<file path="src/rtl/pkt_rx_pkg.sv">
package pkt_rx_pkg;

    typedef struct packed {
        logic [63:0] data;
        logic        sop;
        logic        eop;
        logic [2:0]  empty;
    } rxb_beat_t;

    typedef enum logic [2:0] {
        W_IDLE,
        W_CMD_HI,
        W_PAY_LO,
        W_PAY_HI,
        W_DROP
    } wr_state_e;

    typedef enum logic {
        R_IDLE,
        R_BODY
    } rd_state_e;

    localparam logic [2:0] EMPTY_NONE = 3'd0;
    localparam logic [2:0] EMPTY_HALF = 3'd4;

endpackage

</file>
<file path="src/rtl/pkt_rx_pack.sv">
module pkt_rx_pack
    import pkt_rx_pkg::*;
#(
    parameter int CW = 5,
    parameter int PW = 5
) (
    input  logic          clk,
    input  logic          rst_n,
    input  logic          wr_valid,
    input  logic          wr_sop,
    input  logic          wr_cmd8,
    input  logic [PW-1:0] wr_pay_dw,
    input  logic [31:0]   wr_data,
    input  logic [CW-1:0] free_beats,
    output logic          rsv_en,
    output logic [CW-1:0] rsv_beats,
    output logic          push_en,
    output rxb_beat_t     push_beat
);

    localparam int RW = PW + 1;

    wr_state_e     st_q, st_d;
    logic [31:0]   lo_q;
    logic [RW-1:0] rem_q, rem_d;
    logic [CW-1:0] need;
    logic          fits;

    assign need      = CW'(((32'(wr_pay_dw) + 32'd1) >> 1) + 32'd1);
    assign fits      = need <= free_beats;
    assign rsv_beats = need;

    always_ff @(posedge clk) begin
        if (!rst_n) begin
            st_q  <= W_IDLE;
            rem_q <= '0;
            lo_q  <= '0;
        end else begin
            st_q  <= st_d;
            rem_q <= rem_d;
            if (wr_valid) begin
                lo_q <= wr_data;
            end
        end
    end

    always_comb begin
        st_d      = st_q;
        rem_d     = rem_q;
        push_en   = 1'b0;
        push_beat = '0;
        rsv_en    = 1'b0;
        unique case (st_q)
            W_IDLE: begin
                if (wr_valid && wr_sop) begin
                    if (fits) begin
                        rsv_en = 1'b1;
                        rem_d  = RW'(wr_pay_dw);
                        if (wr_cmd8) begin
                            st_d = W_CMD_HI;
                        end else begin
                            push_en         = 1'b1;
                            push_beat.data  = {32'h0, wr_data};
                            push_beat.sop   = 1'b1;
                            push_beat.eop   = (wr_pay_dw == '0);
                            push_beat.empty = (wr_pay_dw == '0) ? EMPTY_HALF : EMPTY_NONE;
                            st_d            = (wr_pay_dw == '0) ? W_IDLE : W_PAY_LO;
                        end
                    end else begin
                        rem_d = RW'(wr_pay_dw) + RW'(wr_cmd8);
                        st_d  = (rem_d == '0) ? W_IDLE : W_DROP;
                    end
                end
            end
            W_CMD_HI: begin
                if (wr_valid) begin
                    push_en        = 1'b1;
                    push_beat.data = {wr_data, lo_q};
                    push_beat.sop  = 1'b1;
                    push_beat.eop  = (rem_q == '0);
                    st_d           = (rem_q == '0) ? W_IDLE : W_PAY_LO;
                end
            end
            W_PAY_LO: begin
                if (wr_valid) begin
                    rem_d = rem_q - RW'(1);
                    if (rem_q == RW'(1)) begin
                        push_en         = 1'b1;
                        push_beat.data  = {32'h0, wr_data};
                        push_beat.eop   = 1'b1;
                        push_beat.empty = EMPTY_HALF;
                        st_d            = W_IDLE;
                    end else begin
                        st_d = W_PAY_HI;
                    end
                end
            end
            W_PAY_HI: begin
                if (wr_valid) begin
                    rem_d          = rem_q - RW'(1);
                    push_en        = 1'b1;
                    push_beat.data = {wr_data, lo_q};
                    push_beat.eop  = (rem_q == RW'(1));
                    st_d           = (rem_q == RW'(1)) ? W_IDLE : W_PAY_LO;
                end
            end
            W_DROP: begin
                if (wr_valid) begin
                    rem_d = rem_q - RW'(1);
                    if (rem_q == RW'(1)) begin
                        st_d = W_IDLE;
                    end
                end
            end
            default: st_d = W_IDLE;
        endcase
    end

    AST_DROP_SILENT: assert property (@(posedge clk) disable iff (!rst_n)
        (st_q == W_DROP) |-> !push_en);

    AST_CMD_BEAT_SOP: assert property (@(posedge clk) disable iff (!rst_n)
        (push_en && (st_q == W_IDLE || st_q == W_CMD_HI)) |-> push_beat.sop);

endmodule

</file>
<file path="src/rtl/pkt_rx_store.sv">
module pkt_rx_store
    import pkt_rx_pkg::*;
#(
    parameter int DEPTH = 16,
    parameter int AW    = 4,
    parameter int CW    = 5
) (
    input  logic          clk,
    input  logic          rst_n,
    input  logic          push_en,
    input  rxb_beat_t     push_beat,
    input  logic          rsv_en,
    input  logic [CW-1:0] rsv_beats,
    input  logic          pop,
    output rxb_beat_t     head_beat,
    output logic [CW-1:0] free_beats,
    output logic [CW-1:0] pkt_cnt
);

    rxb_beat_t     mem [DEPTH];
    logic [AW-1:0] wptr_q, rptr_q;
    logic [CW-1:0] used_q, pkt_q;

    always_ff @(posedge clk) begin
        if (push_en) begin
            mem[wptr_q] <= push_beat;
        end
    end

    always_ff @(posedge clk) begin
        if (!rst_n) begin
            wptr_q <= '0;
            rptr_q <= '0;
            used_q <= '0;
            pkt_q  <= '0;
        end else begin
            if (push_en) wptr_q <= wptr_q + AW'(1);
            if (pop)     rptr_q <= rptr_q + AW'(1);
            used_q <= used_q + (rsv_en ? rsv_beats : '0) - CW'(pop);
            pkt_q  <= pkt_q + CW'(push_en && push_beat.eop) - CW'(pop && head_beat.eop);
        end
    end

    assign head_beat  = mem[rptr_q];
    assign free_beats = CW'(DEPTH) - used_q;
    assign pkt_cnt    = pkt_q;

    AST_NO_OVERFLOW: assert property (@(posedge clk) disable iff (!rst_n)
        used_q <= CW'(DEPTH));

    AST_POP_COMPLETE: assert property (@(posedge clk) disable iff (!rst_n)
        pop |-> (pkt_q != '0));

    AST_END_BOTH_SIDES: assert property (@(posedge clk) disable iff (!rst_n)
        (push_en && push_beat.eop && pop && head_beat.eop) |=> (pkt_q == $past(pkt_q)));

endmodule

</file>
<file path="src/rtl/pkt_rx_read.sv">
module pkt_rx_read
    import pkt_rx_pkg::*;
#(
    parameter int CW = 5
) (
    input  logic          clk,
    input  logic          rst_n,
    input  logic [CW-1:0] pkt_cnt,
    input  rxb_beat_t     head_beat,
    output logic          pop,
    input  logic          rd_en,
    output logic          rd_avail,
    output logic          rd_valid,
    output logic [63:0]   rd_data,
    output logic          rd_sop,
    output logic          rd_eop,
    output logic [2:0]    rd_empty
);

    rd_state_e st_q, st_d;
    logic      in_body;
    logic      go;

    assign in_body  = (st_q == R_BODY);
    assign rd_avail = pkt_cnt > CW'(in_body);
    assign go       = rd_en && (in_body || rd_avail);
    assign pop      = go;

    always_ff @(posedge clk) begin
        if (!rst_n) begin
            st_q <= R_IDLE;
        end else begin
            st_q <= st_d;
        end
    end

    always_comb begin
        st_d = st_q;
        unique case (st_q)
            R_IDLE: if (go && !head_beat.eop) st_d = R_BODY;
            R_BODY: if (go && head_beat.eop)  st_d = R_IDLE;
            default: st_d = R_IDLE;
        endcase
    end

    always_ff @(posedge clk) begin
        if (!rst_n) begin
            rd_valid <= 1'b0;
            rd_data  <= '0;
            rd_sop   <= 1'b0;
            rd_eop   <= 1'b0;
            rd_empty <= '0;
        end else begin
            rd_valid <= go;
            if (go) begin
                rd_data  <= head_beat.data;
                rd_sop   <= head_beat.sop;
                rd_eop   <= head_beat.eop;
                rd_empty <= head_beat.empty;
            end else begin
                rd_sop   <= 1'b0;
                rd_eop   <= 1'b0;
                rd_empty <= '0;
            end
        end
    end

    AST_AVAIL_START: assert property (@(posedge clk) disable iff (!rst_n)
        (st_q == R_IDLE && rd_avail && rd_en) |=> (rd_valid && rd_sop));

    AST_IDLE_IGNORE: assert property (@(posedge clk) disable iff (!rst_n)
        (st_q == R_IDLE && !rd_avail) |=> !rd_valid);

    AST_STALL_HOLD: assert property (@(posedge clk) disable iff (!rst_n)
        (st_q == R_BODY && !rd_en) |=> (!rd_valid && $stable(rd_data)));

    AST_EMPTY_MID: assert property (@(posedge clk) disable iff (!rst_n)
        (rd_valid && !rd_eop) |-> (rd_empty == 3'd0));

endmodule

</file>
<file path="src/rtl/pkt_rx_buffer.sv">
module pkt_rx_buffer
    import pkt_rx_pkg::*;
#(
    parameter int DEPTH   = 16,
    parameter int MAX_PAY = 16,
    localparam int AW     = $clog2(DEPTH),
    localparam int CW     = $clog2(DEPTH + 1),
    localparam int PW     = $clog2(MAX_PAY + 1)
) (
    input  logic          clk,
    input  logic          rst_n,
    input  logic          wr_valid,
    input  logic          wr_sop,
    input  logic          wr_cmd8,
    input  logic [PW-1:0] wr_pay_dw,
    input  logic [31:0]   wr_data,
    output logic          rd_avail,
    input  logic          rd_en,
    output logic          rd_valid,
    output logic [63:0]   rd_data,
    output logic          rd_sop,
    output logic          rd_eop,
    output logic [2:0]    rd_empty
);

    logic          rsv_en;
    logic [CW-1:0] rsv_beats;
    logic          push_en;
    rxb_beat_t     push_beat;
    logic          pop;
    rxb_beat_t     head_beat;
    logic [CW-1:0] free_beats;
    logic [CW-1:0] pkt_cnt;

    pkt_rx_pack #(.CW(CW), .PW(PW)) u_pack (
        .clk        (clk),
        .rst_n      (rst_n),
        .wr_valid   (wr_valid),
        .wr_sop     (wr_sop),
        .wr_cmd8    (wr_cmd8),
        .wr_pay_dw  (wr_pay_dw),
        .wr_data    (wr_data),
        .free_beats (free_beats),
        .rsv_en     (rsv_en),
        .rsv_beats  (rsv_beats),
        .push_en    (push_en),
        .push_beat  (push_beat)
    );

    pkt_rx_store #(.DEPTH(DEPTH), .AW(AW), .CW(CW)) u_store (
        .clk        (clk),
        .rst_n      (rst_n),
        .push_en    (push_en),
        .push_beat  (push_beat),
        .rsv_en     (rsv_en),
        .rsv_beats  (rsv_beats),
        .pop        (pop),
        .head_beat  (head_beat),
        .free_beats (free_beats),
        .pkt_cnt    (pkt_cnt)
    );

    pkt_rx_read #(.CW(CW)) u_read (
        .clk       (clk),
        .rst_n     (rst_n),
        .pkt_cnt   (pkt_cnt),
        .head_beat (head_beat),
        .pop       (pop),
        .rd_en     (rd_en),
        .rd_avail  (rd_avail),
        .rd_valid  (rd_valid),
        .rd_data   (rd_data),
        .rd_sop    (rd_sop),
        .rd_eop    (rd_eop),
        .rd_empty  (rd_empty)
    );

    AST_SOP_ALONE: assert property (@(posedge clk) disable iff (!rst_n)
        (rd_valid && rd_sop) |=> !(rd_valid && rd_sop && !$past(rd_eop)));

endmodule

</file>
<file path="config.mk">
export PLATFORM = sky130hd
export DESIGN_NAME = pkt_rx_buffer
export DESIGN_NICKNAME = d
export VERILOG_FILES = /design/src/rtl/pkt_rx_pkg.sv /design/src/rtl/pkt_rx_pack.sv /design/src/rtl/pkt_rx_store.sv /design/src/rtl/pkt_rx_read.sv /design/src/rtl/pkt_rx_buffer.sv
export SDC_FILE = /design/constraint.sdc
export NUM_CORES = 1
export LEC_CHECK = 0
export ABC_AREA = 0
export BUFFER_PORTS_ARGS = -buffer_cell sky130_fd_sc_hd__buf_2
export CAP_MARGIN = 10
export CORE_ASPECT_RATIO = 0.8
export CORE_MARGIN = 2
export CORE_UTILIZATION = 55
export CTS_CLUSTER_DIAMETER = 80
export DETAILED_ROUTE_END_ITERATION = 6
export PLACE_DENSITY = 0.7
export SYNTH_ARGS = -nofsm -noshare
export SYNTH_HDL_FRONTEND = slang
export SYNTH_HIERARCHICAL = 1
export SYNTH_SLANG_ARGS = --single-unit
</file>
<file path="constraint.sdc">
create_clock -name clk -period 9.2 [get_ports clk]
set_input_delay 0.92 -clock clk [delete_from_list [all_inputs] [get_ports clk]]
set_output_delay 0.92 -clock clk [all_outputs]
set_load 0.01 [all_outputs]
</file>
## Word-level counts from Yosys, hierarchy flattened

Memories as Yosys holds them, arrays and structs flattened. A register that Yosys moved wholly into a read port is not among the register bits.
Index checks and enable logic that the tools add are counted.

| cells by class | value |
|---|---|
| add/subtract/negate cells | 11 |
| equality and inequality tests | 12 |
| muxes and demuxes | 51 |
| reduce and logical (&&, ||, !) cells | 17 |
| bitwise operators | 1 |
| $lt $le $gt $ge | 2 |

Operators with widths:

| kind | count |
|---|---|
| $pmux 64 s4 | 1 |
| $mux 69 | 2 |
| $mux 64 | 2 |
| $mux 66 | 1 |
| $mux 37 | 1 |
| $mux 32 | 1 |
| $mux 3 | 10 |
| $mux 6 | 3 |
| $mux 4 | 4 |
| $pmux 3 s5 | 1 |
| $mux 1 | 14 |
| $logic_not 6->1 | 2 |
| $pmux 6 s2 | 1 |
| $sub 5x1->5 | 2 |
| $add 4x1->4 const B | 2 |
| $mux 2 | 4 |
| $ne 2x2->1 const B | 4 |
| $add 5x1->6 | 1 |
| $add 5x1->6 const B | 1 |
| $eq 3x2->1 const B | 2 |
| $eq 6x1->1 const B | 1 |
| $ne 2x1->1 const B | 3 |
| $pmux 3 s2 | 1 |
| $reduce_and 6->1 | 1 |
| 24 further kinds | 29 |

| word-level totals | value |
|---|---|
| register bits | 130 |
| memories | 1 |
| bits of input ports | 43 |
| memory bits (writable) | 1104 |

Memories:

| name | words | bits a word | rd ports | clocked after memory_dff | write ports | RTL line | source |
|---|---|---|---|---|---|---|---|
| u_store.mem | 16 | 69 | 1 | 1 | 1 | pkt_rx_store.sv:20 | `rxb_beat_t mem [DEPTH];` |

## Longest topological paths before layout

| depth | value |
|---|---|
| word-level depth | 9 |
| mapped depth | 24 |
| depth with buffers taken out | 23 |

## Hierarchy

The synthesis kept the hierarchy.

Modules (own cells, without submodules):

| module | sequential area each (sq um) | area an instance (sq um) | instances | cells an instance |
|---|---|---|---|---|
| pkt_rx_store | 33592.2 | 42559.6 | 1 | 1835 |
| pkt_rx_pack | 820.8 | 2834.0 | 1 | 345 |
| pkt_rx_read | 1421.4 | 2772.7 | 1 | 301 |

## Worst setup path after synthesis

OpenSTA, ideal clock, no wires.

| timing | value |
|---|---|
| kind | input to register |
| start point | input port wr_pay_dw[0] |
| end point | memory u_store/mem[0][0] in the netlist's numbering (enable) |
| stages | 15 |
| library setup time | 0.434 ns |
| buffers on the path | 1 |
| arrival | 5.382 ns |
| path slack | 3.384 ns |
| required time | 8.766 ns |
| cells stage by stage | ha_1 -> xor2_1 -> ha_1 -> nand2_1 -> a21oi_1 -> o21ai_0 -> o21ai_0 -> ha_1 -> a21oi_1 -> a21oi_1 -> o21ai_2 -> nand2b_1 -> clkbuf_1 -> nor3b_1 -> and2_1 |

| between the ends | value |
|---|---|
| cells in the longest elaborated chain, start to end | 8 |

Ends and longest elaborated chain:

| what | RTL line | source |
|---|---|---|
| from (decl) | pkt_rx_buffer.sv:15 | `input logic [PW-1:0] wr_pay_dw,` |
| $add 5x1->6 | pkt_rx_pack.sv:29 | `assign need = CW'(((32'(wr_pay_dw) + 32'd1) >> 1) + 32'd1);` |
| $add 5x1->5 | pkt_rx_pack.sv:29 |  |
| via rsv_beats[4] | pkt_rx_buffer.sv:27 | `logic [CW-1:0] rsv_beats;` |
| $le 5x5->1 | pkt_rx_pack.sv:30 | `assign fits = need <= free_beats;` |
| $mux 1 | pkt_rx_pack.sv:56 | `if (fits) begin` |
| $mux 1 | pkt_rx_pack.sv:55 | `if (wr_valid && wr_sop) begin` |
| $pmux 1 s3 | pkt_rx_pack.sv:53 | `unique case (st_q)` |
| via push_en | pkt_rx_buffer.sv:28 | `logic push_en;` |
| $mux 1 | pkt_rx_store.sv:25 | `if (push_en) begin` |
| $mux 1 (implied by the code) | pkt_rx_store.sv:26 | `mem[wptr_q] <= push_beat;` |
| to (decl) | pkt_rx_store.sv:20 |  |

The timed path passes the listed nets, and every way through them passes these cells.

## Worst setup path after layout

| timing | value |
|---|---|
| start point | input port wr_pay_dw[1] |
| end point | memory u_store/mem[1][18] in the netlist's numbering (enable) |

Same word-level chain as after synthesis.

==> impl_metrics.json <==
{
  "status": "finished clean",
  "antenna_cells": 0,
  "fin_nets": 2677,
  "ys_ff_latch": 1238,
  "synth_top_area_cell": "edfxtp_1",
  "hpwl_mm": 64.4,
  "period_minus_slack_ps": 5730,
  "setup_violations": 0,
  "viasPerCell": 6.39,
  "post-place-ws_ps": 2880,
  "num_rows": 97,
  "cts_buffer_depth": 3,
  "yosysMostFrequentCell": "edfxtp_1",
  "io_buffer_count": 113,
  "grt_setup_unrepaired": "false",
  "drc": 0,
  "die_h_um": 269,
  "routed_wl_mm": 112,
  "peakVddDrop_mv": 0.263,
  "synth_edf_count": 1104,
  "ctsResizeCount": 0,
  "cts_root_buf": "clkbuf_16",
  "grt_overflow": 0,
  "worst_slew_pin_slew_ps": 1030,
  "finalWeightedCongestion": 0.843,
  "grt_pass1_vias": 24500,
  "dieArea_mm2": 0.0900,
  "grt_pass1_wl_mm": 162,
  "grtUsageTotal_pct": 24.9,
  "highest_layer": "met5",
  "drive_above_1_share_pct": 23.4,
  "cts_inserted_buffers": 115,
  "dr_wl_met2_mm": 52.2,
  "clock_sinks": 1238,
  "post-cts-setup-buffers": 0,
  "clkTransAtPathRegs_ps": 60,
  "async_flop_share_pct": 0,
  "yosysTopAreaCellShare_pct": 68.8,
  "grt_start_max_net_pins": 122,
  "hold_path_class": "register to register",
  "cts_tree": "built",
  "holdWs_ps": 453,
  "detail-route-antenna-nets": 0,
  "ys_top_cells_by_count": "edfxtp_1 (1,104), mux4_2 (276), nand2_1 (226)",
  "yosysWarnings": 6,
  "drv_cap": 0,
  "core_area_mm2": 0.0871,
  "synth_top_cells_by_area": "edfxtp_1 (69%), mux4_2 (13%), dfxtp_1 (5.6%)",
  "wl_met1_mm": 45.6,
  "worstPathArrival_ps": 6070,
  "finClkSkew_ps": 22.9,
  "placed_cells": 3620,
  "slew_violations": 0,
  "cp-start-kind": "primary input",
  "ys.flop_type": "edfxtp_1",
  "area_growth_pct": 11.0,
  "vias": 24500,
  "wl_met3_mm": 11.7,
  "clk_latency_ps": 690,
  "fin_setup_tns_ps": 0,
  "mappedNetlistArea_mm2": 0.0482,
  "p_total_mw": 14.2,
  "postCtsHoldBufs": 0,
  "critPathMaxFanout": 46,
  "wl_per_cell_um": 29.1,
  "finalHoldViolations": 0,
  "initial_core_util_pct": 55.3,
  "drt_first_iter_violations": 2715,
  "maxSlewHeadroom_pct": 31.1,
  "end_kind": "register",
  "power_density_mw_per_mm2": 267,
  "fin_cells": 3839,
  "die_w_um": 335,
  "fillers": 6046,
  "yosys.cell_types.count": 57,
  "ys_seq_area_share_pct": 74.4,
  "crit_type": "primary input to register",
  "ioPinCount": 114,
  "p_leak_nw": 18.4,
  "antenna_found_initial": 4,
  "h-tree-depth": 3,
  "avgSynthCellArea_um2": 19.4,
  "dr.pass1.iters": 6,
  "synthCells": 2481,
  "clock.fmax_mhz": 175,
  "cp.required_ps": 9540,
  "fin_crit_sh_pct": 62.3,
  "worst_slack_ps": 3470
}
[kinds of logic (layout without fill, tap and decap cells)]
group                    Yosys count  in the layout  synth area share (%)
adder cells (fa/ha/maj)           34             34                 0.914
AO/OA/AOI/OAI                    229            229                  3.54
XOR/XNOR                          23             23                 0.418
other                              1              2               0.00779
flip-flops                      1238           1238                  74.4
buffers and inverters            185            404                  1.96
AND/OR/NAND/NOR                  394            394                  3.75
multiplexers                     377            377                  15.0
[final cells by class]
cell class / count / area, um^2 / area share (%)
flip-flops and latches: 1238 / 35800 / 67.0
inverters: 35 / 131 / 0.246
multi-input cells: 1059 / 11500 / 21.4
repair buffers: 151 / 870 / 1.63
clock inverters: 62 / 568 / 1.06
clock buffers: 156 / 3160 / 5.92
well taps: 1138 / 1420 / 2.66
[per-layer routing]
metal | global-route usage, % | vias to the layer above
met5 | 0 | -
met1 | 35.9 | 12800
met4 | 5.78 | 6
li1 | - | 10200
met2 | 38.8 | 1261
met3 | 6.44 | 174
[power breakdown]
part	leakage, nW	switching, mW	internal, mW
logic	4.79	1.64	1.29
clock network	1.83	2.04	2.64
registers	11.8	0.193	6.44
total	18.4	3.88	10.4
[state kept, by name (all words and copies together), names as in the netlist, 4 cells and up, named ones only]
| register | cells |
|---|---|
| u_store/mem | 1104 |
| u_read/rd_data | 64 |
| u_pack/lo_q | 32 |
| u_pack/rem_q | 6 |
| u_store/pkt_cnt | 5 |
| u_store/used_q | 5 |
| u_store/rptr_q | 4 |
| u_store/wptr_q | 4 |
[layout by cell type (no fill, tap or decap), types with 10 or more instances in the layout]
master,instances
edfxtp_1,1104
mux4_2,276
nand2_1,226
a22oi_1,136
dfxtp_1,132
clkbuf_16,117
buf_2,112
mux2i_1,101
nor2_1,41
buf_4,37
inv_1,35
and3_1,35
a22o_1,32
ha_1,32
clkbuf_1,30
clkinv_2,25
and2_1,21
and2_4,17
a21oi_1,16
xnor2_1,16
clkinv_1,15
nand3_1,10
[final timing paths]
kind | to | depth (start not counted) | startpoint | slack, ps
worst min register to register | u_read/rd_data[14] | 2 | u_read/rd_data[14] | 450
worst max register to register | u_store/mem[1][18] | 14 | u_store/used_q[0] | 3960
worst max-delay path | u_store/mem[1][18] | 17 | wr_pay_dw[1] | 3470
worst min-delay path | u_read/rd_data[14] | 2 | u_read/rd_data[14] | 450
[metrics by stage]
step                cell area [um^2]  util (%)
global placement               49700      57.1
global route                   53500      61.3
detailed placement             49700      57.1
floorplan                      48200         -
finish                         53500      61.3
CTS                            53500      61.3
[critical path: stages]
cell and delay, ps:
buf_2 160, inv_1 80, ha_1 350, ha_1 280, nand2_1 90, a21oi_1 40
o21ai_0 170, o21ai_0 160, ha_1 320, a21oi_1 400, a21oi_1 260, o21ai_2 180
buf_4 460, nand2b_1 370, nor3b_1 480, and2_4 780, buf_4 500
Note: power is estimated with default switching activity, not from simulation.
